**src/rtl/rhub_pkg.sv**
```systemverilog
package rhub_pkg;
   localparam int FLAG_W   = 7;
   localparam int F_POR    = 0;
   localparam int F_BOR    = 1;
   localparam int F_RI     = 2;
   localparam int F_TO     = 3;
   localparam int F_PD     = 4;
   localparam int F_OVF    = 5;
   localparam int F_UNF    = 6;
   // value of each flag when no event has been recorded
   localparam logic [FLAG_W-1:0] FLAG_IDLE = 7'b0011111;
   // value loaded on power-on or programming exit
   localparam logic [FLAG_W-1:0] FLAG_PON  = 7'b0011110;
endpackage

```
**src/rtl/rhub_sync.sv**
```systemverilog
module rhub_sync #(
   parameter int             W       = 1,
   parameter logic [W-1:0]   RST_VAL = '0
) (
   input  logic         clk_i,
   input  logic         rst_ni,
   input  logic [W-1:0] d_i,
   output logic [W-1:0] q_o
);
   if (W < 1) begin : g_bad_w
      $error("rhub_sync: W must be at least 1");
   end

   for (genvar b = 0; b < W; b++) begin : g_bit
      logic stg1, stg2;
      always_ff @(posedge clk_i or negedge rst_ni) begin
         if (!rst_ni) begin
            stg1 <= RST_VAL[b];
            stg2 <= RST_VAL[b];
         end else begin
            stg1 <= d_i[b];
            stg2 <= stg1;
         end
      end
      assign q_o[b] = stg2;
   end
endmodule

```
**src/rtl/rhub_pin_filter.sv**
```systemverilog
module rhub_pin_filter #(
   parameter int FILT_CYC = 4
) (
   input  logic clk_i,
   input  logic rst_ni,
   input  logic en_i,
   input  logic pin_i,
   output logic hold_o
);
   if (FILT_CYC < 1) begin : g_bad_filt
      $error("rhub_pin_filter: FILT_CYC must be at least 1");
   end

   logic low_req;
   assign low_req = en_i & ~pin_i;

   if (FILT_CYC == 1) begin : g_direct
      logic hold_q;
      always_ff @(posedge clk_i or negedge rst_ni) begin
         if (!rst_ni) hold_q <= 1'b0;
         else         hold_q <= low_req;
      end
      assign hold_o = hold_q;
   end else begin : g_count
      localparam int CW = $clog2(FILT_CYC);
      localparam logic [CW-1:0] LAST = CW'(FILT_CYC - 1);
      logic [CW-1:0] cnt_q;
      logic          hold_q;
      always_ff @(posedge clk_i or negedge rst_ni) begin
         if (!rst_ni) begin
            cnt_q  <= '0;
            hold_q <= 1'b0;
         end else if (!low_req) begin
            cnt_q  <= '0;
            hold_q <= 1'b0;
         end else if (cnt_q != LAST) begin
            cnt_q  <= cnt_q + 1'b1;
         end else begin
            hold_q <= 1'b1;
         end
      end
      assign hold_o = hold_q;
   end
endmodule

```
**src/rtl/rhub_pwrup_timer.sv**
```systemverilog
module rhub_pwrup_timer #(
   parameter int PWRT_CYC = 64
) (
   input  logic clk_i,
   input  logic rst_ni,
   input  logic en_i,
   input  logic restart_i,
   output logic done_o
);
   if (PWRT_CYC < 1) begin : g_bad_len
      $error("rhub_pwrup_timer: PWRT_CYC must be at least 1");
   end

   localparam int CW = $clog2(PWRT_CYC + 1);
   localparam logic [CW-1:0] FULL = CW'(PWRT_CYC);

   logic [CW-1:0] cnt_q;

   always_ff @(posedge clk_i or negedge rst_ni) begin
      if (!rst_ni)              cnt_q <= '0;
      else if (restart_i)       cnt_q <= '0;
      else if (cnt_q != FULL)   cnt_q <= cnt_q + 1'b1;
   end

   assign done_o = ~en_i | (cnt_q == FULL);
endmodule

```
**src/rtl/rhub_flags.sv**
```systemverilog
module rhub_flags
   import rhub_pkg::*;
(
   input  logic              clk_i,
   input  logic              rst_ni,
   input  logic              reload_i,
   input  logic [FLAG_W-1:0] evt_i,
   input  logic [FLAG_W-1:0] rearm_i,
   output logic [FLAG_W-1:0] flag_o
);
   for (genvar b = 0; b < FLAG_W; b++) begin : g_flag
      logic q;
      always_ff @(posedge clk_i or negedge rst_ni) begin
         if (!rst_ni)         q <= FLAG_PON[b];
         else if (reload_i)   q <= FLAG_PON[b];
         else if (evt_i[b])   q <= ~FLAG_IDLE[b];
         else if (rearm_i[b]) q <= FLAG_IDLE[b];
      end
      assign flag_o[b] = q;
   end
endmodule

```
**src/rtl/reset_hub.sv**
```systemverilog
module reset_hub
   import rhub_pkg::*;
#(
   parameter int FILT_CYC = 4,
   parameter int PWRT_CYC = 64,
   parameter int HOLD_CYC = 3
) (
   input  logic              clk_i,
   input  logic              por_ni,
   input  logic              bor_det_i,
   input  logic              lpbor_det_i,
   input  logic              pin_lvl_i,
   input  logic              wdt_expire_i,
   input  logic              sw_reset_i,
   input  logic              stk_over_i,
   input  logic              stk_under_i,
   input  logic              prog_exit_i,
   input  logic              cfg_lpbor_en_i,
   input  logic              cfg_pin_en_i,
   input  logic              cfg_lv_prog_i,
   input  logic              cfg_stk_rst_en_i,
   input  logic              cfg_pwrt_en_i,
   input  logic [FLAG_W-1:0] rearm_i,
   output logic              core_rst_o,
   output logic [FLAG_W-1:0] stat_o
);
   if (HOLD_CYC < 1) begin : g_bad_hold
      $error("reset_hub: HOLD_CYC must be at least 1");
   end

   localparam int NSYNC = 3;
   localparam int HW    = $clog2(HOLD_CYC + 1);
   localparam logic [HW-1:0] HOLD_LOAD = HW'(HOLD_CYC);

   logic [NSYNC-1:0] async_in, sync_out;
   logic bor_s, lpbor_s, pin_s;
   logic bor_act, pin_en, pin_hold, pt_done, pulse_trig;
   logic [HW-1:0] hold_q;
   logic core_q;
   logic [FLAG_W-1:0] evt, rearm_eff;

   assign async_in = {pin_lvl_i, lpbor_det_i, bor_det_i};

   rhub_sync #(.W(NSYNC), .RST_VAL(3'b100)) u_sync (
      .clk_i (clk_i),
      .rst_ni(por_ni),
      .d_i   (async_in),
      .q_o   (sync_out)
   );
   assign bor_s   = sync_out[0];
   assign lpbor_s = sync_out[1];
   assign pin_s   = sync_out[2];

   assign bor_act = bor_s | (lpbor_s & cfg_lpbor_en_i);
   assign pin_en  = cfg_lv_prog_i | cfg_pin_en_i;

   rhub_pin_filter #(.FILT_CYC(FILT_CYC)) u_filt (
      .clk_i (clk_i),
      .rst_ni(por_ni),
      .en_i  (pin_en),
      .pin_i (pin_s),
      .hold_o(pin_hold)
   );

   rhub_pwrup_timer #(.PWRT_CYC(PWRT_CYC)) u_pwrt (
      .clk_i    (clk_i),
      .rst_ni   (por_ni),
      .en_i     (cfg_pwrt_en_i),
      .restart_i(bor_act | prog_exit_i),
      .done_o   (pt_done)
   );

   assign pulse_trig = wdt_expire_i | sw_reset_i |
                       (cfg_stk_rst_en_i & (stk_over_i | stk_under_i));

   always_ff @(posedge clk_i or negedge por_ni) begin
      if (!por_ni)              hold_q <= '0;
      else if (pulse_trig)      hold_q <= HOLD_LOAD;
      else if (hold_q != '0)    hold_q <= hold_q - 1'b1;
   end

   always_ff @(posedge clk_i or negedge por_ni) begin
      if (!por_ni) core_q <= 1'b1;
      else         core_q <= bor_act | prog_exit_i | pin_hold | ~pt_done |
                             pulse_trig | (hold_q != '0);
   end
   assign core_rst_o = core_q;

   always_comb begin
      evt        = '0;
      evt[F_BOR] = bor_act;
      evt[F_RI]  = sw_reset_i;
      evt[F_TO]  = wdt_expire_i;
      evt[F_OVF] = stk_over_i;
      evt[F_UNF] = stk_under_i;
      rearm_eff        = rearm_i;
      rearm_eff[F_PD]  = rearm_i[F_PD] | wdt_expire_i;
   end

   rhub_flags u_flags (
      .clk_i   (clk_i),
      .rst_ni  (por_ni),
      .reload_i(prog_exit_i),
      .evt_i   (evt),
      .rearm_i (rearm_eff),
      .flag_o  (stat_o)
   );
endmodule

```
**config.mk**
```make
export PLATFORM = sky130hd
export DESIGN_NAME = reset_hub
export DESIGN_NICKNAME = d
export VERILOG_FILES = /design/src/rtl/rhub_pkg.sv /design/src/rtl/rhub_sync.sv /design/src/rtl/rhub_pin_filter.sv /design/src/rtl/rhub_pwrup_timer.sv /design/src/rtl/rhub_flags.sv /design/src/rtl/reset_hub.sv
export SDC_FILE = /design/constraint.sdc
export NUM_CORES = 1
export LEC_CHECK = 0
export BUFFER_PORTS_ARGS = -buffer_cell sky130_fd_sc_hd__buf_2
export CAP_MARGIN = 20
export CORE_ASPECT_RATIO = 0.5
export CORE_UTILIZATION = 27
export DETAILED_ROUTE_END_ITERATION = 8
export GPL_ROUTABILITY_DRIVEN = 0
export HOLD_SLACK_MARGIN = 0.12
export PLACE_DENSITY_LB_ADDON = 0.25
export SYNTH_ARGS = -nofsm -noshare
export SYNTH_HDL_FRONTEND = slang
export SYNTH_HIERARCHICAL = 1
export SYNTH_SLANG_ARGS = --single-unit
```
**constraint.sdc**
```tcl
create_clock -name clk_i -period 1.7 [get_ports clk_i]
set_input_delay 0.34 -clock clk_i [delete_from_list [all_inputs] [get_ports clk_i]]
set_output_delay 0.34 -clock clk_i [all_outputs]
set_load 0.05 [all_outputs]
```
==> impl_table.tex, run 1 <==
\begin{tabular}{lr}
\hline
Metric & Value \\
\hline
\multicolumn{2}{l}{\textbf{Placed design}} \\
\quad HPWL Detailed & approximately 1400 um \\
\quad Number of cells in the design after placement & 184 \\
\quad Quantity of I/O buffers inserted on ports & 29 \\
\multicolumn{2}{l}{\textbf{Yosys}} \\
\quad Async SR Flop Fraction & between 90\% and 100\% \\
\quad Most used flip-flop cell after synthesis & sky130\_fd\_sc\_hd\_\_dfrtp\_1 \\
\quad Number of distinct library cells after synthesis & 27 \\
\quad Post-synthesis cell type with the largest combined area & sky130\_fd\_sc\_hd\_\_dfrtp\_1 \\
\quad Count of state elements after synthesis & 26 \\
\quad Mux contribution to synthesized area & under 10\% \\
\quad Dominant cells by area after synthesis & sky130\_fd\_sc\_hd\_\_dfrtp\_1 39\%, sky130\_fd\_sc\_hd\_\_dfstp\_2 15\%, sky130\_fd\_sc\_hd\_\_buf\_4 6.2\% \\
\quad Top cell type's share of synthesized area & 39.1\% \\
\quad Number of flops mapped to enable cells by yosys & 0 \\
\quad Gate Count Post-Synth & 111 \\
\quad Xor/xnor cell area share of the yosys netlist & a little under 3\% \\
\quad Compound-Gate Fraction of Synth Area & under 10\% \\
\quad Largest family of logic cells by synthesized area & simple AND/OR/NAND/NOR gates \\
\quad Average cell area after synthesis & 10.9 sq um \\
\quad Syn Std Cell Area & about 1200 sq um \\
\quad Sequential-to-total area share from yosys stat & 54.3\% \\
\quad Simple-gate area share of the yosys netlist & 19.6\% \\
\quad Adder and majority gate portion of the synthesized area & $\sim$4\% \\
\quad Total of warnings raised by yosys & 6 \\
\multicolumn{2}{l}{\textbf{Routing}} \\
\quad Post-route antenna net violation count & 0 \\
\quad Number of optimization iterations in the first detailed-route pass & 4 \\
\quad Residual DRC count & 0 \\
\quad Total Wirelength & 1930 um \\
\quad Vias per inst & roughly 4.2 \\
\quad Initial DRC Count & 41 \\
\quad Overall via count from detail\_route & roughly 790 \\
\quad DR WL/cell & 10.2 um \\
\multicolumn{2}{l}{\textbf{STA}} \\
\quad Part of the cycle the worst path needs & between 80\% and 90\% \\
\quad RSZ-0062 raised after global routing & no \\
\quad Final-report setup violation count & 0 \\
\quad Post-route setup TNS & 0 ps \\
\quad Hold violation total from the final report & 0 \\
\quad Worst Tran Pin Value & $\sim$570 ps \\
\quad Time the final worst path needs with I/O delays and setup & approximately 1400 ps \\
\quad Max Clock Freq & 712 MHz \\
\quad Remaining max-slew budget at the tightest pin & between 60 and 70\% \\
\quad Worst hold slack & about 170 ps \\
\quad Total count of max-transition violations in the final report & 0 \\
\quad Fin Clk Skew & 8.83 ps \\
\multicolumn{2}{l}{\textbf{Final layout}} \\
\quad Non-filler instance count after layout & around 190 \\
\quad Most common library cell in the layout ignoring fill and taps & sky130\_fd\_sc\_hd\_\_buf\_2 \\
\quad Multi-input gate area & roughly 460 sq um \\
\quad Count of nets after finishing & around 160 \\
\quad Commonest non-fill, non-tap cells in the layout & 29 x sky130\_fd\_sc\_hd\_\_buf\_2, 19 x sky130\_fd\_sc\_hd\_\_dfrtp\_1, 16 x sky130\_fd\_sc\_hd\_\_nor2\_1 \\
\quad Sequential cell area & 659 sq um \\
\quad Layout area overhead & 18.0\% \\
\quad Final-layout fill cell count & 424 \\
\quad Final antenna diode count & 0 \\
\quad Fraction of final layout cells sized beyond drive strength 1 & between 30\% and 40\% \\
\multicolumn{2}{l}{\textbf{Floorplan}} \\
\quad Die Y-Extent & between 40 and 50 um \\
\quad Area of the core region & roughly 4100 sq um \\
\quad Initial core utilization & $\sim$30\% \\
\quad Boundary Pins & 30 \\
\quad Row Count & 16 \\
\quad Die area & 4790 sq um \\
\quad Overall die width & between 90 and 100 um \\
\multicolumn{2}{l}{\textbf{CTS}} \\
\quad TritonCTS clock tree & yes \\
\quad Latest clock arrival within the worst-skew pair & approximately 270 ps \\
\quad Number of clock buffers inserted by TritonCTS & 3 \\
\quad Root cell of the clock tree & sky130\_fd\_sc\_hd\_\_clkbuf\_8 \\
\quad Clk buf depth & 2 \\
\quad Deepest level of the CTS H-tree & 1 \\
\quad CTS clock-pin slew for the worst setup and hold paths & roughly 90 ps \\
\quad Number of clock sinks seen by CTS & 26 \\
\multicolumn{2}{l}{\textbf{GRT}} \\
\quad Initial antenna violation count & 0 \\
\quad Overflow left after global routing & 0 \\
\quad Total routing resource utilization after global routing & a little under a tenth \\
\quad Largest net degree at the start of global routing & 27 \\
\quad Vias in the first global route & between 700 and 800 \\
\quad Global-route wire length before repair & about 3500 um \\
\multicolumn{2}{l}{\textbf{Critical path}} \\
\quad Longest individual stage delay on the worst path & roughly 540 ps \\
\quad Arrival time at the worst endpoint & roughly 1100 ps \\
\quad Required time of the worst setup path & 1360 ps \\
\quad Setup crit end kind & primary output \\
\quad Family with the most delay on the worst path & flip-flops \\
\quad Worst setup SP type & register \\
\quad CP max stage cell & sky130\_fd\_sc\_hd\_\_dfstp\_2 \\
\quad Start-to-end type of the worst setup path & reg2out \\
\quad Max FO, Critical Path & 2 \\
\quad Crit path buf inv count & 1 \\
\quad Critical-path cell list & buf\_2 \\
\multicolumn{2}{l}{\textbf{Pwr}} \\
\quad Power density normalized to cell area & 916 nW/um\^{}2 \\
\quad Leakage power & roughly 0.68 nW \\
\quad Peak supply drop & $\sim$360 uV \\
\multicolumn{2}{l}{\textbf{Hold path}} \\
\quad Hold Path Class & in2reg \\
\multicolumn{2}{l}{\textbf{Outcome}} \\
\quad Status & finished clean \\
\multicolumn{2}{l}{\textbf{Flow run}} \\
\quad Max Cap Viol & 0 \\
\hline
\end{tabular}
-- cell usage after synthesis (all sizes together) (2+ instances only) --
cell,instances
nand2b,8
nor2,16
or2,2
nor4,3
a21oi,2
ha,4
o21bai,6
nand2,7
inv,6
mux2i,2
dfstp,7
nand3,2
xor2,4
dfrtp,19
buf,10
nor3,3
-- worst paths after layout --
| kind | from | endpoint | slack [ps] | depth (start not counted) |
|---|---|---|---|---|
| worst min-delay path | pin_lvl_i | u_sync/g_bit[2].stg1 | 170 | 1 |
| min in group asynchronous | por_ni | u_pwrt/cnt_q[5] | 590 | 2 |
| max in group asynchronous | por_ni | u_sync/g_bit[2].stg2 | 730 | 2 |
| worst max-delay path | u_flags/g_flag[4].q | stat_o[4] | 300 | 1 |
| worst max register to register | u_sync/g_bit[1].stg2 | u_pwrt/cnt_q[6] | 350 | 3 |
| worst min register to register | u_sync/g_bit[0].stg1 | u_sync/g_bit[0].stg2 | 350 | 0 |
-- state kept, by name, summed over array words and instances (netlist names) --
register              cells
u_flags/g_flag.q          7
u_pwrt/cnt_q              7
u_sync/g_bit.stg1         3
u_sync/g_bit.stg2         3
hold_q                    2
u_filt/g_count.cnt_q      2
core_rst_o                1
u_filt/hold_o             1
-- area by class of cell --
cell class | instances | area share (%)
multi-input combinational | 69 | 31.9
sequential | 26 | 46.0
timing repair buffer | 30 | 10.8
clock buffer | 3 | 2.88
tap | 54 | 4.71
inverter | 6 | 1.57
clock inverter | 1 | 2.09
-- timing repair --
action | in CTS | in global routing
hold endpoints to repair | 19 | 0
setup endpoints to repair | 0 | 0
setup buffers | 0 | 0
hold buffers | 1 | 0
resized for setup | 0 | 0
-- routing by layer --
layer  vias up  global-route usage (%)  share of wire [%]
li1        398                       -                  -
met1       362                    11.8                 50
met2        25                    14.3                 42
met3         2                    3.72                6.5
met4         0                    2.99                1.5
met5         -                       0                  0
-- power breakdown --
part	internal (mW)	total, mW	switching, mW
sequential	0.651	0.666	0.0151
combinational	0.0540	0.142	0.0879
clock	0.315	0.506	0.191
total	1.02	1.31	0.294
-- metrics by stage --
| step | total power [mW] | setup slack, ps | utilization (%) | instance area, sq um |
|---|---|---|---|---|
| floorplan | 0.780 | 287 | - | 1220 |
| global placement | 0.818 | 312 | 33.0 | 1350 |
| detailed placement | 0.821 | 271 | 33.0 | 1350 |
| CTS | 1.34 | 282 | 34.9 | 1430 |
| global route | 1.38 | 195 | 34.9 | 1430 |
| finish | 1.31 | 295 | 34.9 | 1430 |
-- kinds of logic after synthesis --
family / after synthesis
buf+inv: 17
compound gates: 13
other cells: 1
mux: 3
fa+ha+maj: 4
xor+xnor: 4
simple gates: 43
flops: 26
(Power assumes the default switching activity.)
==> run 2, diff against run 1 <==
==> constraint.sdc (replaced) <==
create_clock -name clk_i -period 1.3 [get_ports clk_i]
set_input_delay 0.26 -clock clk_i [delete_from_list [all_inputs] [get_ports clk_i]]
set_output_delay 0.26 -clock clk_i [all_outputs]
set_load 0.05 [all_outputs]
==> impl_table.tex, run 2 (synthesized netlist as in run 1, its figures left out) <==
\begin{tabular}{lr}
\hline
Metric & Value \\
\hline
\multicolumn{2}{l}{\textbf{Placed design}} \\
\quad Number of cells in the design after placement & roughly 190 \\
\quad HPWL Detailed & 1480 um \\
\quad Quantity of I/O buffers inserted on ports & 29 \\
\multicolumn{2}{l}{\textbf{Pwr}} \\
\quad Switching share of total power & 23.3\% \\
\quad P\_sw & approximately 0.37 mW \\
\quad Logic gate share of total power & roughly an eighth \\
\quad Power density normalized to cell area & between 1000 and 1500 nW/um\^{}2 \\
\quad Peak supply drop & between 400 and 500 uV \\
\quad Sequential Power Share & between 50\% and 60\% \\
\quad Portion of total power attributed to the clock network & a little under a third \\
\quad Cell-internal power & 1.21 mW \\
\quad Leakage power & 0.731 nW \\
\quad Total power & between 1.5 and 2 mW \\
\multicolumn{2}{l}{\textbf{Routing}} \\
\quad Initial DRC Count & 32 \\
\quad Post-route antenna net violation count & 0 \\
\quad Number of optimization iterations in the first detailed-route pass & 4 \\
\quad DR WL/cell & between 9 and 10 um \\
\quad Residual DRC count & 0 \\
\quad Overall via count from detail\_route & between 800 and 900 \\
\quad Vias per inst & a little over 4 \\
\quad Total Wirelength & 1990 um \\
\multicolumn{2}{l}{\textbf{Hold path}} \\
\quad Hold Path Class & in2reg \\
\multicolumn{2}{l}{\textbf{Final layout}} \\
\quad Commonest non-fill, non-tap cells in the layout & 24 x sky130\_fd\_sc\_hd\_\_buf\_2, 19 x sky130\_fd\_sc\_hd\_\_dfrtp\_1, 16 x sky130\_fd\_sc\_hd\_\_nor2\_1 \\
\quad Sequential cell area & 659 sq um \\
\quad Fraction of final layout cells sized beyond drive strength 1 & about two fifths \\
\quad Multi-input gate area & roughly 470 sq um \\
\quad Post-layout util & 37.4\% \\
\quad Largest registers & u\_flags/g\_flag.q: 7 flops, u\_pwrt/cnt\_q: 7 flops \\
\quad Final-layout fill cell count & 397 \\
\quad Most common library cell in the layout ignoring fill and taps & sky130\_fd\_sc\_hd\_\_buf\_2 \\
\quad Final antenna diode count & 0 \\
\quad Non-filler instance count after layout & 200 \\
\quad Count of nets after finishing & around 170 \\
\quad Layout area overhead & 26.4\% \\
\multicolumn{2}{l}{\textbf{Critical path}} \\
\quad Start-to-end type of the worst setup path & reg2reg \\
\quad Worst setup SP type & register \\
\quad Required time of the worst setup path & 1450 ps \\
\quad CP max stage cell & sky130\_fd\_sc\_hd\_\_dfrtp\_1 \\
\quad Arrival time at the worst endpoint & 1440 ps \\
\quad Setup crit end kind & register \\
\quad Longest individual stage delay on the worst path & $\sim$380 ps \\
\quad Critical-path cell list & nor4\_1, and3\_2, mux2\_4 \\
\quad Max FO, Critical Path & 4 \\
\multicolumn{2}{l}{\textbf{STA}} \\
\quad Final-report setup violation count & 0 \\
\quad RSZ-0062 raised after global routing & yes \\
\quad Time the final worst path needs with I/O delays and setup & roughly 1300 ps \\
\quad Hold violation total from the final report & 0 \\
\quad Max Clock Freq & a little under 800 MHz \\
\quad Total count of max-transition violations in the final report & 0 \\
\quad Remaining max-slew budget at the tightest pin & roughly three fifths \\
\quad Worst Tran Pin Value & 573 ps \\
\quad Part of the cycle the worst path needs & roughly 100\% \\
\quad Fin Clk Skew & roughly 1.7 ps \\
\multicolumn{2}{l}{\textbf{Floorplan}} \\
\quad Boundary Pins & 30 \\
\quad Initial core utilization & 29.6\% \\
\quad Row Count & 16 \\
\quad Overall die width & roughly 97 um \\
\quad Area of the core region & 4100 sq um \\
\quad Die Y-Extent & 49.4 um \\
\quad Die area & between 4000 and 5000 sq um \\
\multicolumn{2}{l}{\textbf{Outcome}} \\
\quad Status & finished clean \\
\multicolumn{2}{l}{\textbf{GRT}} \\
\quad Vias in the first global route & between 800 and 900 \\
\quad Global-route wire length before repair & around 3700 um \\
\quad Overflow left after global routing & 0 \\
\quad Largest net degree at the start of global routing & 27 \\
\quad Initial antenna violation count & 0 \\
\quad Total routing resource utilization after global routing & slightly below 10\% \\
\multicolumn{2}{l}{\textbf{CTS}} \\
\quad Root cell of the clock tree & sky130\_fd\_sc\_hd\_\_clkbuf\_8 \\
\quad Number of clock sinks seen by CTS & 26 \\
\quad Number of clock buffers inserted by TritonCTS & 3 \\
\quad CTS clock-pin slew for the worst setup and hold paths & roughly 80 ps \\
\quad Deepest level of the CTS H-tree & 1 \\
\quad TritonCTS clock tree & yes \\
\quad Clk buf depth & 2 \\
\quad Latest clock arrival within the worst-skew pair & 260 ps \\
\multicolumn{2}{l}{\textbf{Flow run}} \\
\quad Max Cap Viol & 0 \\
\hline
\end{tabular}
-- run 2: changes by cell type in the layout (fill, tap and decap cells not counted), sizes merged --
cell         delta
bufinv          -1
buf             +8
dlygate4sd3     +3
clkbuf          +1
-- run 2: critical path, delay by kind of cell, from the launching register on --
kind	cells	cell delay [ps]
DFF	1	380
and+or+nand+nor	2	500
muxes	1	300
-- run 2: metrics by stage --
stage	area (sq um)	setup slack, ps	hold slack [ps]	TNS (ps)
6_report	1540	8.79	166	0
5_1_grt	1540	-80.2	160	-189
4_1_cts	1520	-2.19	153	-2.19
3_5_place_dp	1390	-11.4	305	-13.0
3_3_place_gp	1390	18.3	307	0
2_1_floorplan	1230	16.9	-35.6	0
-- run 2: power groups by stage --
stage,Combinational (mW),Sequential [mW],Clock [mW]
after floorplan,0.142,0.882,0
after global placement,0.187,0.885,0
after detailed placement,0.190,0.886,0
after CTS,0.210,0.871,0.535
after global routing,0.229,0.877,0.580
final,0.206,0.870,0.499
-- run 2: layout make-up --
cell class	instances	area share, %
clock buffer	4	3.59
sequential	26	43.0
timing repair buffer	41	16.8
inverter	6	1.47
multi-input combinational	69	30.8
tap	54	4.40
-- run 2: timing repair --
action                                  in CTS  in global routing
buffers inserted                             3                  0
hold buffers                                 4                  0
resized for setup                            5                  4
pin swaps                                    1                  0
endpoints found under the hold margin       22                  0
endpoints found under the setup margin       7                  7
-- run 2: metal layers --
| layer | vias up | wire length (um) | global-route usage (%) |
|---|---|---|---|
| li1 | 419 | - | - |
| met1 | 362 | 970 | 11.6 |
| met2 | 23 | 866 | 16.4 |
| met3 | 2 | 113 | 3.15 |
| met4 | 0 | 34 | 4.48 |
| met5 | - | 0 | 0 |
-- run 2: worst paths after layout --
kind                                            from              endpoint  slack, ps  cells after the start
worst max register to register       u_pwrt/cnt_q[2]       u_pwrt/cnt_q[0]          9                      3
worst min register to register  u_sync/g_bit[1].stg1  u_sync/g_bit[1].stg2        350                      0
max in group asynchronous                     por_ni   u_flags/g_flag[1].q        390                      2
min in group asynchronous                     por_ni       u_pwrt/cnt_q[1]        520                      2
worst min-delay path                      sw_reset_i   u_flags/g_flag[2].q        170                      2
worst max-delay path                 u_pwrt/cnt_q[2]       u_pwrt/cnt_q[0]          9                      3
